**src/rtl/glue_pkg.sv**
```systemverilog
package glue_pkg;
  localparam int ADDR_W    = 16;
  localparam int DATA_W    = 8;
  localparam int PAGE_W    = 12;
  localparam int BYTE_W    = 8;
  localparam int NUM_IO    = 8;
  localparam int NUM_IRQ   = 6;
  localparam int RAM_TOP   = 'h3FF;
  localparam int WIN_BASE  = 'h400;
  localparam int PER_BASE  = 'hE0;
  localparam int ROM_BASE  = 'h1000;
endpackage

```
**src/rtl/glue_map_dec.sv**
```systemverilog
module glue_map_dec
  import glue_pkg::*;
#(
  parameter int AW      = ADDR_W,
  parameter int PW      = PAGE_W,
  parameter int BW      = BYTE_W,
  parameter int NIO     = NUM_IO,
  parameter int RAM_HI  = RAM_TOP,
  parameter int WIN_LO  = WIN_BASE,
  parameter int PER_LO  = PER_BASE,
  parameter int ROM_LO  = ROM_BASE
) (
  input  logic [AW-1:0]  addr,
  input  logic           phi2,
  output logic           ram_hit,
  output logic           per_hit,
  output logic           rom_hit,
  output logic [NIO-1:0] io_hit
);
  localparam int SEL_W = AW - PW;
  localparam logic [PW-1:0] RAM_HI_V = PW'(RAM_HI);
  localparam logic [PW-1:0] WIN_LO_V = PW'(WIN_LO);
  localparam logic [BW-1:0] PER_LO_V = BW'(PER_LO);
  localparam logic [AW-1:0] ROM_LO_V = AW'(ROM_LO);

  logic [PW-1:0]    offset;
  logic [SEL_W-1:0] page;
  logic [BW-1:0]    low_byte;
  logic             low_area;

  assign offset   = addr[PW-1:0];
  assign page     = addr[AW-1:PW];
  assign low_byte = addr[BW-1:0];
  assign low_area = (offset <= RAM_HI_V);

  // One window per page, each covering the page above the low area
  for (genvar g = 0; g < NIO; g++) begin : g_win
    assign io_hit[g] = (page == SEL_W'(g)) && (offset >= WIN_LO_V);
  end

  assign per_hit = low_area && (low_byte >= PER_LO_V);
  assign ram_hit = low_area && !per_hit;
  // ROM is the default claimant above its base, qualified by phase 2
  assign rom_hit = (addr >= ROM_LO_V) && !low_area && !(|io_hit) && phi2;

  always_comb begin
    AST_IO_ONEHOT: assert ($onehot0(io_hit)) else $error("two I/O windows hit");
  end
endmodule

```
**src/rtl/glue_irq_prio.sv**
```systemverilog
module glue_irq_prio
  import glue_pkg::*;
#(
  parameter int NREQ = NUM_IRQ,
  parameter int CW   = $clog2(NUM_IRQ + 1)
) (
  input  logic [NREQ-1:0] req,
  output logic            any,
  output logic [CW-1:0]   code
);
  logic [NREQ:0]   clear_below;
  logic [NREQ-1:0] winner;

  assign clear_below[0] = 1'b1;
  // Ripple chain: a request wins only if every lower index is idle
  for (genvar i = 0; i < NREQ; i++) begin : g_chain
    assign winner[i]        = req[i] && clear_below[i];
    assign clear_below[i+1] = clear_below[i] && !req[i];
  end

  assign any = !clear_below[NREQ];

  always_comb begin
    code = '0;
    for (int i = 0; i < NREQ; i++) begin
      if (winner[i]) code = code | CW'(i + 1);
    end
  end

  always_comb begin
    AST_ONE_WINNER: assert ($onehot0(winner)) else $error("several winners");
  end
endmodule

```
**src/rtl/glue_decoder.sv**
```systemverilog
module glue_decoder
  import glue_pkg::*;
#(
  parameter int AW   = ADDR_W,
  parameter int DW   = DATA_W,
  parameter int NIO  = NUM_IO,
  parameter int NREQ = NUM_IRQ
) (
  input  logic [AW-1:0]   addr,
  input  logic            phi2,
  input  logic            rw,
  input  logic [NREQ-1:0] ir_n,
  output logic            ram_sel_n,
  output logic            per_sel_n,
  output logic            rom_sel_n,
  output logic [NIO-1:0]  io_sel_n,
  output logic            irq_n,
  output logic [DW-1:0]   rb_data,
  output logic            rb_oe
);
  localparam int CW = $clog2(NREQ + 1);

  logic           ram_hit, per_hit, rom_hit;
  logic [NIO-1:0] io_hit;
  logic           req_any;
  logic [CW-1:0]  req_code;

  glue_map_dec #(.AW(AW), .NIO(NIO)) u_map (
    .addr    (addr),
    .phi2    (phi2),
    .ram_hit (ram_hit),
    .per_hit (per_hit),
    .rom_hit (rom_hit),
    .io_hit  (io_hit)
  );

  glue_irq_prio #(.NREQ(NREQ), .CW(CW)) u_prio (
    .req  (~ir_n),
    .any  (req_any),
    .code (req_code)
  );

  assign ram_sel_n = !ram_hit;
  assign per_sel_n = !per_hit;
  assign rom_sel_n = !rom_hit;
  assign io_sel_n  = ~io_hit;
  assign irq_n     = &ir_n;

  assign rb_oe   = io_hit[0] && rw && phi2;
  assign rb_data = rb_oe ? DW'(req_code) : '0;

  always_comb begin
    AST_SEL_EXCLUSIVE: assert ($countones({ram_hit, per_hit, rom_hit, io_hit}) <= 1)
      else $error("overlapping selects");
    AST_ROM_PHI2: assert (rom_sel_n || phi2) else $error("ROM without phase 2");
    AST_RB_WINDOW: assert (!rb_oe || !io_sel_n[0]) else $error("readback outside window 0");
    AST_IRQ_CODE: assert ((req_any && req_code != '0) == !irq_n)
      else $error("code and IRQ disagree");
    AST_RB_QUIET: assert (rb_oe || rb_data == '0) else $error("data while released");
  end
endmodule

```
**config.mk**
```make
export PLATFORM = sky130hd
export DESIGN_NAME = glue_decoder
export DESIGN_NICKNAME = d
export VERILOG_FILES = /design/src/rtl/glue_pkg.sv /design/src/rtl/glue_map_dec.sv /design/src/rtl/glue_irq_prio.sv /design/src/rtl/glue_decoder.sv
export SDC_FILE = /design/constraint.sdc
export NUM_CORES = 1
export LEC_CHECK = 0
export ABC_AREA = 1
export CAP_MARGIN = 20
export CORE_AREA = 2 2 39 41
export DETAILED_ROUTE_END_ITERATION = 10
export DIE_AREA = 0 0 41 43
export PLACE_DENSITY = 0.84
export SLEW_MARGIN = 20
export SYNTH_ARGS = -nofsm -noshare
export SYNTH_HDL_FRONTEND = slang
export SYNTH_HIERARCHICAL = 1
export SYNTH_SLANG_ARGS = --single-unit
```
**constraint.sdc**
```tcl
create_clock -name vclk -period 1.9
set_clock_uncertainty 0.05 [all_clocks]
set_input_delay 0.38 -clock vclk [all_inputs]
set_output_delay 0.38 -clock vclk [all_outputs]
set_load 0.02 [all_outputs]
```
==> flow_summary.yaml, run 1 <==
layout:
  fin_util_pct: 54.9
  nNetsFinal: 148
  clock_buffers: 0
  drive_gt1_share_pct: 30.3
  area_growth_pct: 111
  seq_cell_count: 0
  fillers: 157
  final_cell_area_um2: 759
  regArea_um2: 0
  diodes: 0
route:
  dr_wl_met3_um: 114
  drc: 0
  vias: 542
  wl_met1_um: 330
  first_pass_iters: 4
  drt-wirelength-per-cell_um: 7.86
  drtAntennaViolNets: 0
  wl_met2_um: 635
  drt_iter0_markers: 3
  highest_layer: "met4"
  via_per_inst: 3.93
  wl_um: 1090
power_and_ir_drop:
  p_switching_mw: 0.0639
  p_sw_share_pct: 53.2
  combPwrFrac_pct: 100.0
  leakagePower_nw: 0.452
  p_int_mw: 0.0561
  seqPwrFrac_pct: 0
  power-per-cell-area_nw_per_um2: 158
  vdd_drop_max_v: 0.0000769
  p_clk_share_pct: 0
place:
  placed_cell_area_um2: 747
  gp_congestion: 0.661
  dp_slack_ns: -0.571
  port-buffer-count: 33
  place_hpwl_um: 935
hold_path:
  holdCritStartpoint: "ir_n[1]"
  hold_depth: 4
  hold_class: "in -> out"
  whs_endpoint: "irq_n"
timing:
  slew_viol_final: 0
  whs_ns: 1.11
  period_minus_slack_ns: 1.82
  fmax_mhz: 549
  worst_slack_ns: 0.0795
  rsz0062_at_grt: "true"
  setup_violations: 0
  hold_viol: 0
  period_share_pct: 95.8
critical_path:
  cp-start-kind: "input port"
  cp-end-kind: "output pin"
  cp.arrival_ns: 1.39
  critPathSlowestCell: "clkdlybuf4s50_1"
  cpPeakStageDelay_ns: 0.46
  crit_start: "addr[6]"
  cp.required_ns: 1.47
  critical_path_peak_fanout: 2
  crit_type: "in -> out"
  crit_chain: "clkdlybuf4s50_1, nand3_1, nor2_1, inv_1, dlygate4sd2_1"
floorplan:
  initial_utilization_pct: 25.9
  die_h_um: 43
  core_um2: 1380
  die_w_um: 41
  die-area_um2: 1760
  num_rows: 14
  num_io_pins: 45
global_route:
  grt_start_max_net_pins: 5
  grt_pass1_wl_um: 1600
  overflow: 0
  grt_pass1_vias: 458
  track_usage_pct: 12.4
  antenna_found_initial: 0
job:
  maxCapViolations: 0
yosys:
  yosys_warnings: 6
  avgSynthCellArea_um2: 4.38
  syn_inst: 82
  syn_area_um2: 359
clock_tree:
  cts_hold_buf: 0
outcome:
  outcome: "finished clean"
==> placed cells by master (no fill, tap or decap) <==
master	n
inv_1	26
nand2_1	15
nor2_1	12
inv_2	8
buf_4	8
dlygate4sd2_1	7
clkdlybuf4s50_1	7
clkdlybuf4s15_1	7
conb_1	5
nor2_2	4
dlymetal6s2s_1	4
nand2_2	4
nor2_4	3
clkbuf_2	3
buf_6	3
buf_2	2
nand3_4	1
nand3_1	1
a21oi_1	1
nor3_2	1
==> per-layer routing <==
metal  track usage [%]  up-vias
met3              3.14        2
li1                  -      286
met4                 0        0
met5                 0        -
met2              25.0       21
met1              12.0      233
==> worst max-delay path: cells and delay by family <==
| kind | cells | cell delay [ns] |
|---|---|---|
| simple gates | 2 | 0.21 |
| buf+inv | 3 | 0.81 |
==> per-stage QoR <==
step	power (mW)	setup TNS, ns	cells
2_1_floorplan	0.0615	0	86
3_3_place_gp	0.120	-5.74	138
3_5_place_dp	0.123	-5.97	138
4_1_cts	0.117	-0.0597	138
5_1_grt	0.133	-0.00516	138
6_report	0.120	0	138
==> worst max path at each step <==
stage / depth (start not counted) / end / slack, ns
floorplan: 6 / rb_data[0] / 0.34
global placement: 8 / rb_data[0] / -0.51
detailed placement: 8 / rb_data[1] / -0.57
CTS: 8 / rb_data[2] / -0.06
global route: 8 / rb_data[2] / -0.005
finish: 5 / per_sel_n / 0.08
==> timing repair <==
| item | in CTS | in global routing |
|---|---|---|
| gates resized for setup | 51 | 26 |
| setup endpoints to repair | 16 | 13 |
| pin swaps | 6 | 3 |
| buffers inserted | 0 | 0 |
==> cell type report <==
cell class                      count  area [um2]  area share, %
Inverter                           34         128           16.8
Multi-Input combinational cell     47         241           31.8
Timing Repair Buffer               41         370           48.8
Tap cell                           16        20.0           2.64
==> power by group through the flow <==
stage          clock [mW]  sequential (mW)  combinational (mW)
2_1_floorplan           0                0              0.0615
3_3_place_gp            0                0               0.120
3_5_place_dp            0                0               0.123
4_1_cts                 0                0               0.117
5_1_grt                 0                0               0.133
6_report                0                0               0.120
(Power assumes the default switching activity.)
==> inputs of run 2 (changes only) <==
==> constraint.sdc (replaced) <==
create_clock -name vclk -period 2.1
set_clock_uncertainty 0.05 [all_clocks]
set_input_delay 0.42 -clock vclk [all_inputs]
set_output_delay 0.42 -clock vclk [all_outputs]
set_load 0.02 [all_outputs]
==> run 2 against run 1 <==
  * Core utilization shrank 2.2 points
  * Sequential share of layout area is the same
  * Combinational power shrank 8%
  * Highest routed layer is now met3
  * Flip-flop and latch count is the same
  * First-iteration DRC count grew 130%
  * Wire length shrank 6.2%
  * Critical path depth grew 3
  * Total power shrank 7.9%
  * Via count shrank 2.2%
  * Global-route usage shrank 0.40 points
==> flow_summary.yaml, run 2 (synthesis gave the netlist of run 1 again) <==
global_route:
  antenna_found_initial: 0
  overflow: 0
  grt_pass1_vias: 445
  grt_start_max_net_pins: 5
  track_usage_pct: 12.0
  grt_pass1_wl_um: 1600
layout:
  fillers: 173
  nNetsFinal: 148
  layout_common_cells: "inv_1 (34), nand2_1 (16), clkdlybuf4s50_1 (15)"
  stdcell_count: 138
  area_growth_pct: 103
  seq_cell_count: 0
  clock_buffers: 0
  fin_util_pct: 52.7
  regArea_um2: 0
  final_common_cell: "inv_1"
  drive_gt1_share_pct: 28.7
  diodes: 0
hold_path:
  hold_class: "in -> out"
  holdCritStartpoint: "addr[14]"
place:
  placed_cells: 138
  place_hpwl_um: 928
  gp_congestion: 0.664
  port-buffer-count: 33
critical_path:
  cp.arrival_ns: 1.56
  cp.required_ns: 1.63
  cp-start-kind: "input port"
  cp-end-kind: "output pin"
  crit_type: "in -> out"
  critical_path_peak_fanout: 3
  crit_start: "ir_n[3]"
route:
  first_pass_iters: 2
  wl_um: 1020
  drt-wirelength-per-cell_um: 7.38
  via_per_inst: 3.84
  vias: 530
  drtAntennaViolNets: 0
  drc: 0
  drt_iter0_markers: 7
power_and_ir_drop:
  seqPwrFrac_pct: 0
  p_int_mw: 0.0537
  p_clk_share_pct: 0
  combPwrFrac_pct: 100.0
  vdd_drop_max_v: 0.0000761
  p_switching_mw: 0.0569
  p_sw_share_pct: 51.4
  power-per-cell-area_nw_per_um2: 152
  leakagePower_nw: 0.431
timing:
  setup_violations: 0
  period_share_pct: 96.6
  hold_viol: 0
  slew_viol_final: 0
  fmax_mhz: 493
  period_minus_slack_ns: 2.03
floorplan:
  die_h_um: 43
  die_w_um: 41
  die-area_um2: 1760
  num_rows: 14
  num_io_pins: 45
  core_um2: 1380
  initial_utilization_pct: 25.9
job:
  maxCapViolations: 0
outcome:
  outcome: "finished clean"
clock_tree:
  cts_hold_buf: 0
run 2: cell count changes in the layout (fill, tap and decap cells not counted), sizes merged:
cell / delta
dlygate4sd2: -5
clkbuf: +6
dlymetal6s2s: -2
clkdlybuf4s50: +8
clkdlybuf4s15: -7
run 2: final cells by class:
cell class	count	area, um2	share of cell area [%]
Timing Repair Buffer	41	334	45.8
Multi-Input combinational cell	47	248	34.0
Inverter	34	128	17.5
Tap cell	16	20.0	2.74
run 2: final timing paths:
path                  cells past startpoint          end  slack (ns)
worst max-delay path                      8   rb_data[1]        0.07
worst min-delay path                      7  io_sel_n[7]        1.35
run 2: per-layer routing:
metal	track usage (%)	vias to the layer above	wire length (um)
met2	22.5	21	578
met3	1.57	0	94
met5	0	-	0
met4	0	0	0
met1	14.2	223	346
li1	-	286	-
run 2: critical path: stages:
cell and delay, ns:
clkdlybuf4s50_1 0.47, inv_1 0.07, nor2_1 0.10, nand2_1 0.07, a21oi_1 0.13, inv_1 0.06
nor2_2 0.10, buf_4 0.14
run 2: per-stage QoR:
step                      hold WS (ns)  power [mW]  setup TNS (ns)  setup WS (ns)  instance area [um2]
final                             1.35       0.111               0         0.0717                  729
after global routing              1.40       0.122        -0.00462       -0.00462                  729
after CTS                         1.50       0.108         -0.0219        -0.0142                  723
after detailed placement          1.84       0.111           -4.24         -0.466                  747
after global placement            1.85       0.109           -3.94         -0.425                  747
after floorplan                  0.904      0.0556               0          0.457                  374
run 2: power groups by stage:
| stage | Clock [mW] | Sequential [mW] | Combinational [mW] |
|---|---|---|---|
| 2_1_floorplan | 0 | 0 | 0.0556 |
| 3_5_place_dp | 0 | 0 | 0.111 |
| 3_3_place_gp | 0 | 0 | 0.109 |
| 6_report | 0 | 0 | 0.111 |
| 4_1_cts | 0 | 0 | 0.108 |
| 5_1_grt | 0 | 0 | 0.122 |
run 2: repair_timing:
action	CTS	global route
endpoints found under the setup margin	16	13
pin swaps	0	4
setup buffers	0	0
endpoints found under the hold margin	0	0
gates resized for setup	36	29
